File: config.mk
export PLATFORM = sky130hd
export DESIGN_NAME = irq_enable_status_unit
export DESIGN_NICKNAME = d
export VERILOG_FILES = /design/src/rtl/irq_unit_pkg.sv /design/src/rtl/irq_loc_regs.sv /design/src/rtl/irq_line_ctl.sv /design/src/rtl/irq_enable_status_unit.sv
export SDC_FILE = /design/constraint.sdc
export NUM_CORES = 1
export LEC_CHECK = 0
export BUFFER_PORTS_ARGS = -buffer_cell sky130_fd_sc_hd__buf_4
export CAP_MARGIN = 30
export CORE_AREA = 2 2 123 125
export CTS_BUF_LIST = sky130_fd_sc_hd__clkbuf_16
export CTS_CLUSTER_SIZE = 8
export DETAILED_ROUTE_END_ITERATION = 7
export DIE_AREA = 0 0 125 127
export GPL_TIMING_DRIVEN = 0
export SYNTH_ARGS = -nofsm -noshare
export SYNTH_HDL_FRONTEND = slang
export SYNTH_SLANG_ARGS = --single-unit
File: constraint.sdc
create_clock -name clk -period 3.6 [get_ports clk]
set_input_delay 0.54 -clock clk [delete_from_list [all_inputs] [get_ports clk]]
set_output_delay 0.54 -clock clk [all_outputs]
set_load 0.02 [all_outputs]
File: src/rtl/irq_unit_pkg.sv
package irq_unit_pkg;

  typedef enum logic [1:0] {
    RS_ENABLE = 2'd0,
    RS_VECTOR = 2'd1,
    RS_STATUS = 2'd2,
    RS_NONE   = 2'd3
  } rsel_e;

  localparam logic [31:0] EN_WR_MASK = 32'h8000_009F;
  localparam logic [31:0] ST_MASK    = 32'h0000_0087;
  localparam logic [31:0] EN_RESET   = 32'h0000_0008;
  localparam logic [1:0]  POL_LOW    = 2'b01;

  function automatic logic [31:0] lane_mask(input logic [3:0] be);
    logic [31:0] m;
    for (int b = 0; b < 4; b++) m[8*b +: 8] = {8{be[b]}};
    return m;
  endfunction

  function automatic logic [31:0] ev_to_bits(input logic [3:0] ev);
    return {24'd0, ev[3], 4'd0, ev[2], ev[1], ev[0]};
  endfunction

endpackage

File: src/rtl/irq_loc_regs.sv
module irq_loc_regs
  import irq_unit_pkg::*;
(
  input  logic        clk,
  input  logic        rst_n,
  input  logic [3:0]  ev_bits,
  input  logic        en_wr,
  input  logic        st_wr,
  input  logic [3:0]  be,
  input  logic [31:0] wdata,
  output logic [31:0] en_q,
  output logic [31:0] st_q,
  output logic        raise,
  output logic        zeroed
);

  logic [31:0] lm, hit, clr, st_left, en_next, st_next;

  always_comb begin
    lm      = lane_mask(be);
    hit     = en_q[31] ? (en_q & ev_to_bits(ev_bits)) : 32'd0;
    raise   = |hit;
    clr     = st_wr ? (wdata & lm & ST_MASK) : 32'd0;
    st_left = st_q & ~clr;
    zeroed  = (clr != 32'd0) && (st_q != 32'd0) && (st_left == 32'd0);
    st_next = st_left | hit;
    en_next = en_wr ? ((en_q & ~(lm & EN_WR_MASK)) | (wdata & lm & EN_WR_MASK))
                    : en_q;
  end

  always_ff @(posedge clk) begin
    if (!rst_n) begin
      en_q <= EN_RESET;
      st_q <= 32'd0;
    end else begin
      en_q <= en_next;
      st_q <= st_next;
    end
  end

  AST_ST_RSVD_ZERO: assert property (@(posedge clk) disable iff (!rst_n)
    (st_q & ~ST_MASK) == 32'd0);
  AST_EN_RSVD_ZERO: assert property (@(posedge clk) disable iff (!rst_n)
    (en_q & ~(EN_WR_MASK | EN_RESET)) == 32'd0);
  AST_EVT_NEEDS_GLOBAL: assert property (@(posedge clk) disable iff (!rst_n)
    ((st_q & ~$past(st_q)) != 32'd0) |-> $past(en_q[31]));

endmodule

File: src/rtl/irq_line_ctl.sv
module irq_line_ctl
  import irq_unit_pkg::*;
#(
  parameter int NUM_LOC = 5
) (
  input  logic                    clk,
  input  logic                    rst_n,
  input  logic [NUM_LOC-1:0]      raise,
  input  logic [NUM_LOC-1:0]      zeroed,
  input  logic [NUM_LOC-1:0][1:0] pol_in,
  output logic                    irq_pin
);

  logic       line_q;
  logic [1:0] pol_q;
  logic [1:0] pol_pick;

  always_comb begin
    pol_pick = pol_q;
    for (int i = 0; i < NUM_LOC; i++)
      if (raise[i]) pol_pick = pol_in[i];
  end

  always_ff @(posedge clk) begin
    if (!rst_n) begin
      line_q <= 1'b0;
      pol_q  <= POL_LOW;
    end else if (|raise) begin
      line_q <= 1'b1;
      pol_q  <= pol_pick;
    end else if (|zeroed) begin
      line_q <= 1'b0;
    end
  end

  assign irq_pin = (pol_q == POL_LOW) ? ~line_q : line_q;

  AST_LINE_RISE_CAUSE: assert property (@(posedge clk) disable iff (!rst_n)
    $rose(line_q) |-> $past(|raise));
  AST_LINE_FALL_CAUSE: assert property (@(posedge clk) disable iff (!rst_n)
    $fell(line_q) |-> $past(|zeroed));
  AST_EVENT_WINS: assert property (@(posedge clk) disable iff (!rst_n)
    (|raise) |=> line_q);

endmodule

File: src/rtl/irq_enable_status_unit.sv
module irq_enable_status_unit
  import irq_unit_pkg::*;
#(
  parameter int NUM_LOC = 5,
  parameter int LOC_W   = 3,
  parameter int VEC_NUM = 11
) (
  input  logic        clk,
  input  logic        rst_n,
  input  logic        own_valid,
  input  logic [2:0]  own_loc,
  input  logic        wr_en,
  input  logic [2:0]  wr_loc,
  input  logic [1:0]  wr_sel,
  input  logic [3:0]  wr_be,
  input  logic [31:0] wr_data,
  input  logic [2:0]  rd_loc,
  input  logic [1:0]  rd_sel,
  output logic [31:0] rd_data,
  input  logic        ev_en,
  input  logic [2:0]  ev_loc,
  input  logic [3:0]  ev_bits,
  output logic        irq_pin
);

  localparam logic [31:0] VEC_WORD = 32'(VEC_NUM);
  localparam int          LAST_LOC = NUM_LOC - 1;

  initial begin
    AST_VEC_RANGE: assert (VEC_NUM >= 0 && VEC_NUM <= 15 && LOC_W == 3);
  end

  logic                      wr_ok, ev_ok;
  logic [NUM_LOC-1:0][31:0]  en_q, st_q;
  logic [NUM_LOC-1:0]        raise, zeroed;
  logic [NUM_LOC-1:0][1:0]   pol;

  assign wr_ok = wr_en && own_valid && (wr_loc == own_loc) && (32'(wr_loc) <= LAST_LOC);
  assign ev_ok = ev_en && (32'(ev_loc) <= LAST_LOC);

  for (genvar i = 0; i < NUM_LOC; i++) begin : g_loc
    logic       sel_me, ev_me;
    assign sel_me = wr_ok && (32'(wr_loc) == i);
    assign ev_me  = ev_ok && (32'(ev_loc) == i);

    irq_loc_regs u_regs (
      .clk    (clk),
      .rst_n  (rst_n),
      .ev_bits(ev_me ? ev_bits : 4'd0),
      .en_wr  (sel_me && (rsel_e'(wr_sel) == RS_ENABLE)),
      .st_wr  (sel_me && (rsel_e'(wr_sel) == RS_STATUS)),
      .be     (wr_be),
      .wdata  (wr_data),
      .en_q   (en_q[i]),
      .st_q   (st_q[i]),
      .raise  (raise[i]),
      .zeroed (zeroed[i])
    );
    assign pol[i] = en_q[i][4:3];

    AST_EN_HOLD_FOREIGN: assert property (@(posedge clk) disable iff (!rst_n)
      !(wr_en && own_valid && wr_loc == own_loc && 32'(wr_loc) == i)
        |=> $stable(en_q[i]));
  end

  irq_line_ctl #(.NUM_LOC(NUM_LOC)) u_line (
    .clk    (clk),
    .rst_n  (rst_n),
    .raise  (raise),
    .zeroed (zeroed),
    .pol_in (pol),
    .irq_pin(irq_pin)
  );

  always_comb begin
    rd_data = 32'd0;
    if (32'(rd_loc) <= LAST_LOC) begin
      case (rsel_e'(rd_sel))
        RS_ENABLE: rd_data = en_q[rd_loc];
        RS_STATUS: rd_data = st_q[rd_loc];
        RS_VECTOR: rd_data = VEC_WORD;
        default:   rd_data = 32'd0;
      endcase
    end
  end

  AST_BAD_LOC_EVENT: assert property (@(posedge clk) disable iff (!rst_n)
    (ev_en && 32'(ev_loc) > LAST_LOC && !wr_en) |=> $stable(st_q));

endmodule

==> run metrics, run 1 <==
CTS Root Cell clkbuf_16; Site Rows 44; post-route ant nets 0; hold_buf cts 0; Critical Path Most Common Cell buf_4; Placed Cells 634; Skew-Pair Late Insertion Delay 330 ps; outcome finished, final reports clean; Period Utilization, post-route 74.9%; initial antenna violation count 0; Crit path largest cell delay 510 ps; CTS max path bufs 2; Slowest cell on crit path nor2_1; Post-Syn Area 0.00359 mm^2; asr flop ratio synth 0%; drt first pass iters 5; Num CTS Buffers 9; H-tree levels 3; Post-synth EDFFs 0; Synth cell types 57; post-synthesis compound-gate area fraction 20.2%; final hold viol count 0; final WL 11.0 mm; minimum clock period 2700 ps; Ports 94; # resized after CTS 0; TritonCTS clock tree done; Setup crit start kind primary input; vias per inst 5.06; largest fanout on the critical path 10; FF+latch count, synth 58; largest net degree at the start of global routing 11; WP data required 3060 ps; CP Capture Type output port; post-synthesis sequential area ratio 32.3%; Simple-Gate Fraction of Synth Area 22.2%; Worst Max-Slew Pin Slew 719 ps; Port Buffers 30; synthesis-to-finish area growth 21.9%; CTS clk-pin slew, worst paths 50 ps; die height 127 um; Core ar. 0.0144 mm^2; R2R setup slack 1760 ps; Max Clk Rate 0.371 GHz; power per cell area 349 mW/mm^2; worst r2r path cells 6; setup bufs post-CTS 0; worst setup path endpoint rd_data[1]; Layout fillers 1577; largest family of logic cells by synthesized area simple AND/OR/NAND/NOR gates; HPWL after DPL 8.67 mm; Slew Viols, Final 0; first-pass GRT wire length 17.5 mm; gr usage total 13.9%; XOR/XNOR Fraction of Synth Area 0.244%; GP Congestion 0.959; Avg Inst Size Synth 9.07 um^2; ant diodes 0; setup TNS 0 ps; Die ar. 0.0159 mm^2; clk_skew 13.1 ps; YS warnings 0; post-synthesis adder-cell area fraction 0%; Residual DRC 0; die width 125 um; r2r endpoint u_line.pol_q[0]; layout cells sized above 1 21.4%; initial drt markers 285; final non-filler cell total 647; Max VDD drop 0.000287 V; grt ovf 0; cell count after synthesis 396; wire length per cell 16.9 um; MaxCap Viol Count 0; initial core utilization 24.9%; main flop type after synthesis dfxtp_1; slew margin rel. 51.8%; P_leak 1.58 nW; vias in the first global route 3165; via count 3273; Worst Setup SP rd_loc[1]; WS Path Type primary input to output port; Final setup viols 0; CP cell instances buf_4 -> buf_1 -> nor2_1 -> a31oi_1 -> o21ai_0 -> o311a_1 -> buf_4; Final Core Density 30.4%; clk sink count 58; worst min path class primary input to flop; unrepaired setup endpoints after global routing no; Nets 522; post-synthesis mux area share 16.2%; Arrival @ worst endpoint 2160 ps
Yosys cell counts, types with 5 or more instances:
library cell  number  area [um^2]
dfxtp_1           58         1160
nand2_1           33          124
mux2i_1           31          310
nand3_1           31          155
a21boi_0          29          218
buf_4             27          203
nor2b_1           24          150
o21ai_0           24          120
a22oi_1           11         82.6
clkbuf_1          11         41.3
mux4_2            11          248
nor2_1            11         41.3
a21oi_1            8         40.0
a211oi_1           5         37.5
buf_2              5         25.0
critical path: cells and delay by family:
kind / cells / cell delay (ps)
AOI/OAI and AO/OA: 3 / 560
buffers and inverters: 3 / 550
and+or+nand+nor: 1 / 510
logic make-up (layout without fill, tap and decap cells):
logic type      Yosys count  after routing
flops                    58             58
compound gates          102            102
mux                      44             44
xor+xnor                  1              1
buf+inv                  51             94
simple gates            139            139
other cells               1             25
layout by cell type, fill, tap and decap left out, types with 5 or more instances in the layout:
cell type   n
conb_1     25
a22oi_1    11
buf_4      57
nand2_1    33
a21oi_1     8
nor2b_1    24
mux2i_1    31
mux4_2     11
clkbuf_16   9
buf_2       5
a211oi_1    5
nand3_1    31
clkbuf_1   11
o21ai_0    24
dfxtp_1    58
inv_1       5
a21boi_0   29
nor2_1     11
area by class of cell:
type | instances | area (um^2) | area share [%]
Buffer | 49 | 309 | 7.06
Tap cell | 184 | 230 | 5.26
Inverter | 2 | 7.51 | 0.171
Timing Repair Buffer | 30 | 225 | 5.14
Sequential cell | 58 | 1160 | 26.5
Clock buffer | 9 | 225 | 5.14
Clock inverter | 4 | 16.3 | 0.371
Multi-Input combinational cell | 311 | 2200 | 50.3
stage by stage:
| stage | worst slack, ps | power, W | instance area, um^2 | hold WS (ps) |
|---|---|---|---|---|
| after global routing | 676 | 0.00158 | 4380 | 494 |
| final | 904 | 0.00153 | 4380 | 493 |
| after CTS | 911 | 0.00153 | 4380 | 485 |
| after floorplan | 1280 | 0.000768 | 3680 | 449 |
| after global placement | 904 | 0.000823 | 4140 | 473 |
| after detailed placement | 915 | 0.000825 | 4140 | 493 |
layer usage:
layer  wire, um  global-route usage [%]  vias up
li1           -                       -     1543
met1       4910                    18.9     1544
met2       4690                    20.7      164
met3       1040                    4.15       22
met4        318                    5.82        0
met5          0                       0        -
how the worst min path moves through the flow:
stage / to / cells past startpoint / start / slack [ps]
final: flop / 3 / wr_data[3] / 490
after global routing: flop / 3 / wr_data[3] / 490
after CTS: flop / 3 / wr_data[3] / 480
after detailed placement: flop / 2 / flop / 490
after global placement: flop / 2 / flop / 470
after floorplan: flop / 2 / flop / 450
where the power goes:
part	switching, W	internal (W)
combinational	0.000103	0.0000676
clock	0.000272	0.000443
sequential	0.000000155	0.000644
total	0.000375	0.00115
Note: power is estimated with default switching activity, not from simulation.
==> run 2, diff against run 1 <==
ABC_AREA = 1   (was unset)
CORE_AREA = 2 2 124 126   (was 2 2 123 125)
DIE_AREA = 0 0 126 128   (was 0 0 125 127)
clock period = 2.7 ns   (was 3.6 ns; I/O delays follow)
==> run 2 against run 1 <==
Effect of this change:
- global-route usage up 1.4 points
- non-clock buffer count stayed put
- sequential power rose by 33%
- highest routed layer unchanged
- combinational power up 69%
- synthesized cell count is 38% higher
- via count grew 22%
- largest cell class unchanged
- critical path type unchanged
- cell count up 26%
- count of clock-buffer cells in the layout stayed put
- sequential share of layout area shrank 0.83 points
- register-to-register slack worse by 810 ps
- critical endpoint is now rd_data[2]
- worst setup slack lost 740 ps
==> run metrics, run 2 <==
outcome finished, final reports clean; ant diodes 0; post-synthesis sequential area ratio 32.0%; Final setup viols 0; gr usage total 15.3%; CP cell instances buf_4 -> clkinv_1 -> clkbuf_1 -> nor2_1 -> o21ai_0 -> nor2_1 -> o32ai_1 -> buf_4; Nets 682; Site Rows 45; cell count along the critical path 8; initial antenna violation count 0; Area contributors post-synth dfxtp_1, a21oi_1, nand2_1; WS Path Type primary input to output port; minimum clock period 2530 ps; Period Utilization, post-route 93.8%; clk sink count 58; Worst Max-Slew Pin Slew 674 ps; hold_sp wr_data[3]; layout cells sized above 1 17.7%; vias in the first global route 3615; CP Capture Type output port; Layout fillers 1676; count leader, synth nand2_1; post-route ant nets 0; dpl ws -60.1 ps; Num CTS Buffers 9; Ports 94; TritonCTS clock tree done; HPWL after DPL 9.78 mm; main flop type after synthesis dfxtp_1; worst min path class primary input to flop; via count 3993; slew margin rel. 55.1%; Synth top area share 32.0%; YS warnings 0; Residual DRC 0; CTS clk-pin slew, worst paths 50 ps; delay-heaviest family, CP buffers and inverters; synthesis-to-finish area growth 24.6%; top cell type by total area after synthesis dfxtp_1; H-tree levels 3; Avg Inst Size Synth 6.62 um^2; grt ovf 0; vias per inst 4.91; Port Buffers 38; largest fanout on the critical path 10; wire length per cell 15.2 um; Synth cell types 38; R2R setup slack 950 ps; MaxCap Viol Count 0; GP Congestion 0.893; CTS max path bufs 2; worst r2r path cells 8; Die ar. 0.0161 mm^2; Crit path largest cell delay 370 ps; WP data required 2300 ps; cell count after synthesis 548; final hold viol count 0; Core ar. 0.0149 mm^2; Hold Path Cell Cnt 3; initial core utilization 24.4%; Skew-Pair Late Insertion Delay 330 ps; FF+latch count, synth 58; power per cell area 490 mW/mm^2; Slew Viols, Final 0; Post-synth EDFFs 0; r2r endpoint u_line.pol_q[0]; Setup crit start kind primary input; Arrival @ worst endpoint 2130 ps; asr flop ratio synth 0%; die width 126 um; most frequent cells in the layout nand2_1, nor2_1, a21oi_1, buf_4, dfxtp_1; hold_buf cts 0; P_leak 1.91 nW; largest net degree at the start of global routing 11; Max VDD drop 0.000235 V; final WL 12.4 mm; Post-Syn Area 0.00363 mm^2; CP bufs+invs 4; drt first pass iters 5; fin worst setup slack 167 ps; synth cell count leaders nand2_1, nor2_1, a21oi_1, dfxtp_1, inv_1; unrepaired setup endpoints after global routing no; Hold WS 325 ps; clk_skew 5.32 ps; most common cell after layout, fill and taps aside nand2_1; Max Clk Rate 0.395 GHz; Slowest cell on crit path clkbuf_1; first-pass GRT wire length 19.2 mm; die height 128 um; initial drt markers 341; CTS Root Cell clkbuf_16
## run 2: cell count changes after synthesis, moves of 31 or more
cell	before	now
nand4_1	3	37
inv_1	2	53
mux2i_1	31	0
nor2_1	11	73
nand2_1	33	80
a21oi_1	8	72
## run 2: power breakdown
group | leakage, nW | total, W | switching [W] | internal, W
registers | 0.467 | 0.000858 | 0.000000282 | 0.000858
logic | 1.30 | 0.000289 | 0.000191 | 0.0000974
clock network | 0.148 | 0.00107 | 0.000374 | 0.000694
## run 2: cell type report
cell class	instances	area (um^2)	share of cell area, %
multi-input cells	409	2060	45.7
flip-flops and latches	58	1160	25.7
repair buffers	38	285	6.31
plain buffers	41	254	5.62
inverters	64	241	5.34
well taps	188	235	5.20
clock buffers	9	225	4.98
clock inverters	7	53.8	1.19
## run 2: worst max path at each step
| stage | end | from | slack (ps) |
|---|---|---|---|
| after floorplan | rd_data[2] | rd_loc[1] | 520 |
| after global placement | rd_data[2] | rd_loc[1] | -40 |
| after detailed placement | rd_data[2] | rd_loc[1] | -60 |
| after CTS | rd_data[2] | rd_loc[1] | 110 |
| after global routing | rd_data[2] | rd_loc[0] | 110 |
| final | rd_data[2] | rd_loc[0] | 170 |
## run 2: kinds of logic after synthesis
| kind of cell | Yosys count | synth area share, % |
|---|---|---|
| AOI/OAI and AO/OA | 154 | 23.8 |
| buffers and inverters | 105 | 13.6 |
| xor gates and xnor gates | 1 | 0.242 |
| and+or+nand+nor | 229 | 30.3 |
| other | 1 | 0.103 |
| DFF | 58 | 32.0 |
## run 2: worst register-to-register path, delay by kind of cell (launching register included)
kind / cells / cell delay [ps]
buffers and inverters: 1 / 110
flip-flops: 1 / 370
AND/OR/NAND/NOR: 7 / 1140
## run 2: repair_timing
action,in CTS,in global routing
setup buffers,0,0
pin swaps,0,0
setup endpoints to repair,2,3
gates resized for setup,1,4
## run 2: stage by stage
| step | setup TNS, ps | cell area, um^2 | instances | utilization [%] | power, W |
|---|---|---|---|---|---|
| after floorplan | 0 | 3720 | 572 | - | 0.00105 |
| after global placement | -53.1 | 4240 | 798 | 28.5 | 0.00116 |
| after detailed placement | -67.7 | 4240 | 798 | 28.5 | 0.00116 |
| after CTS | 0 | 4520 | 814 | 30.4 | 0.00222 |
| after global routing | 0 | 4520 | 814 | 30.4 | 0.00229 |
| final | 0 | 4520 | 814 | 30.4 | 0.00221 |
## run 2: layer usage
layer  vias up  global-route usage (%)  routed length [um]
met5         -                       0                   0
met4         0                    6.98                 380
met3        31                    2.09                 911
met2       182                    25.4                5810
met1      1799                    19.7                5290
li1       1981                       -                   -
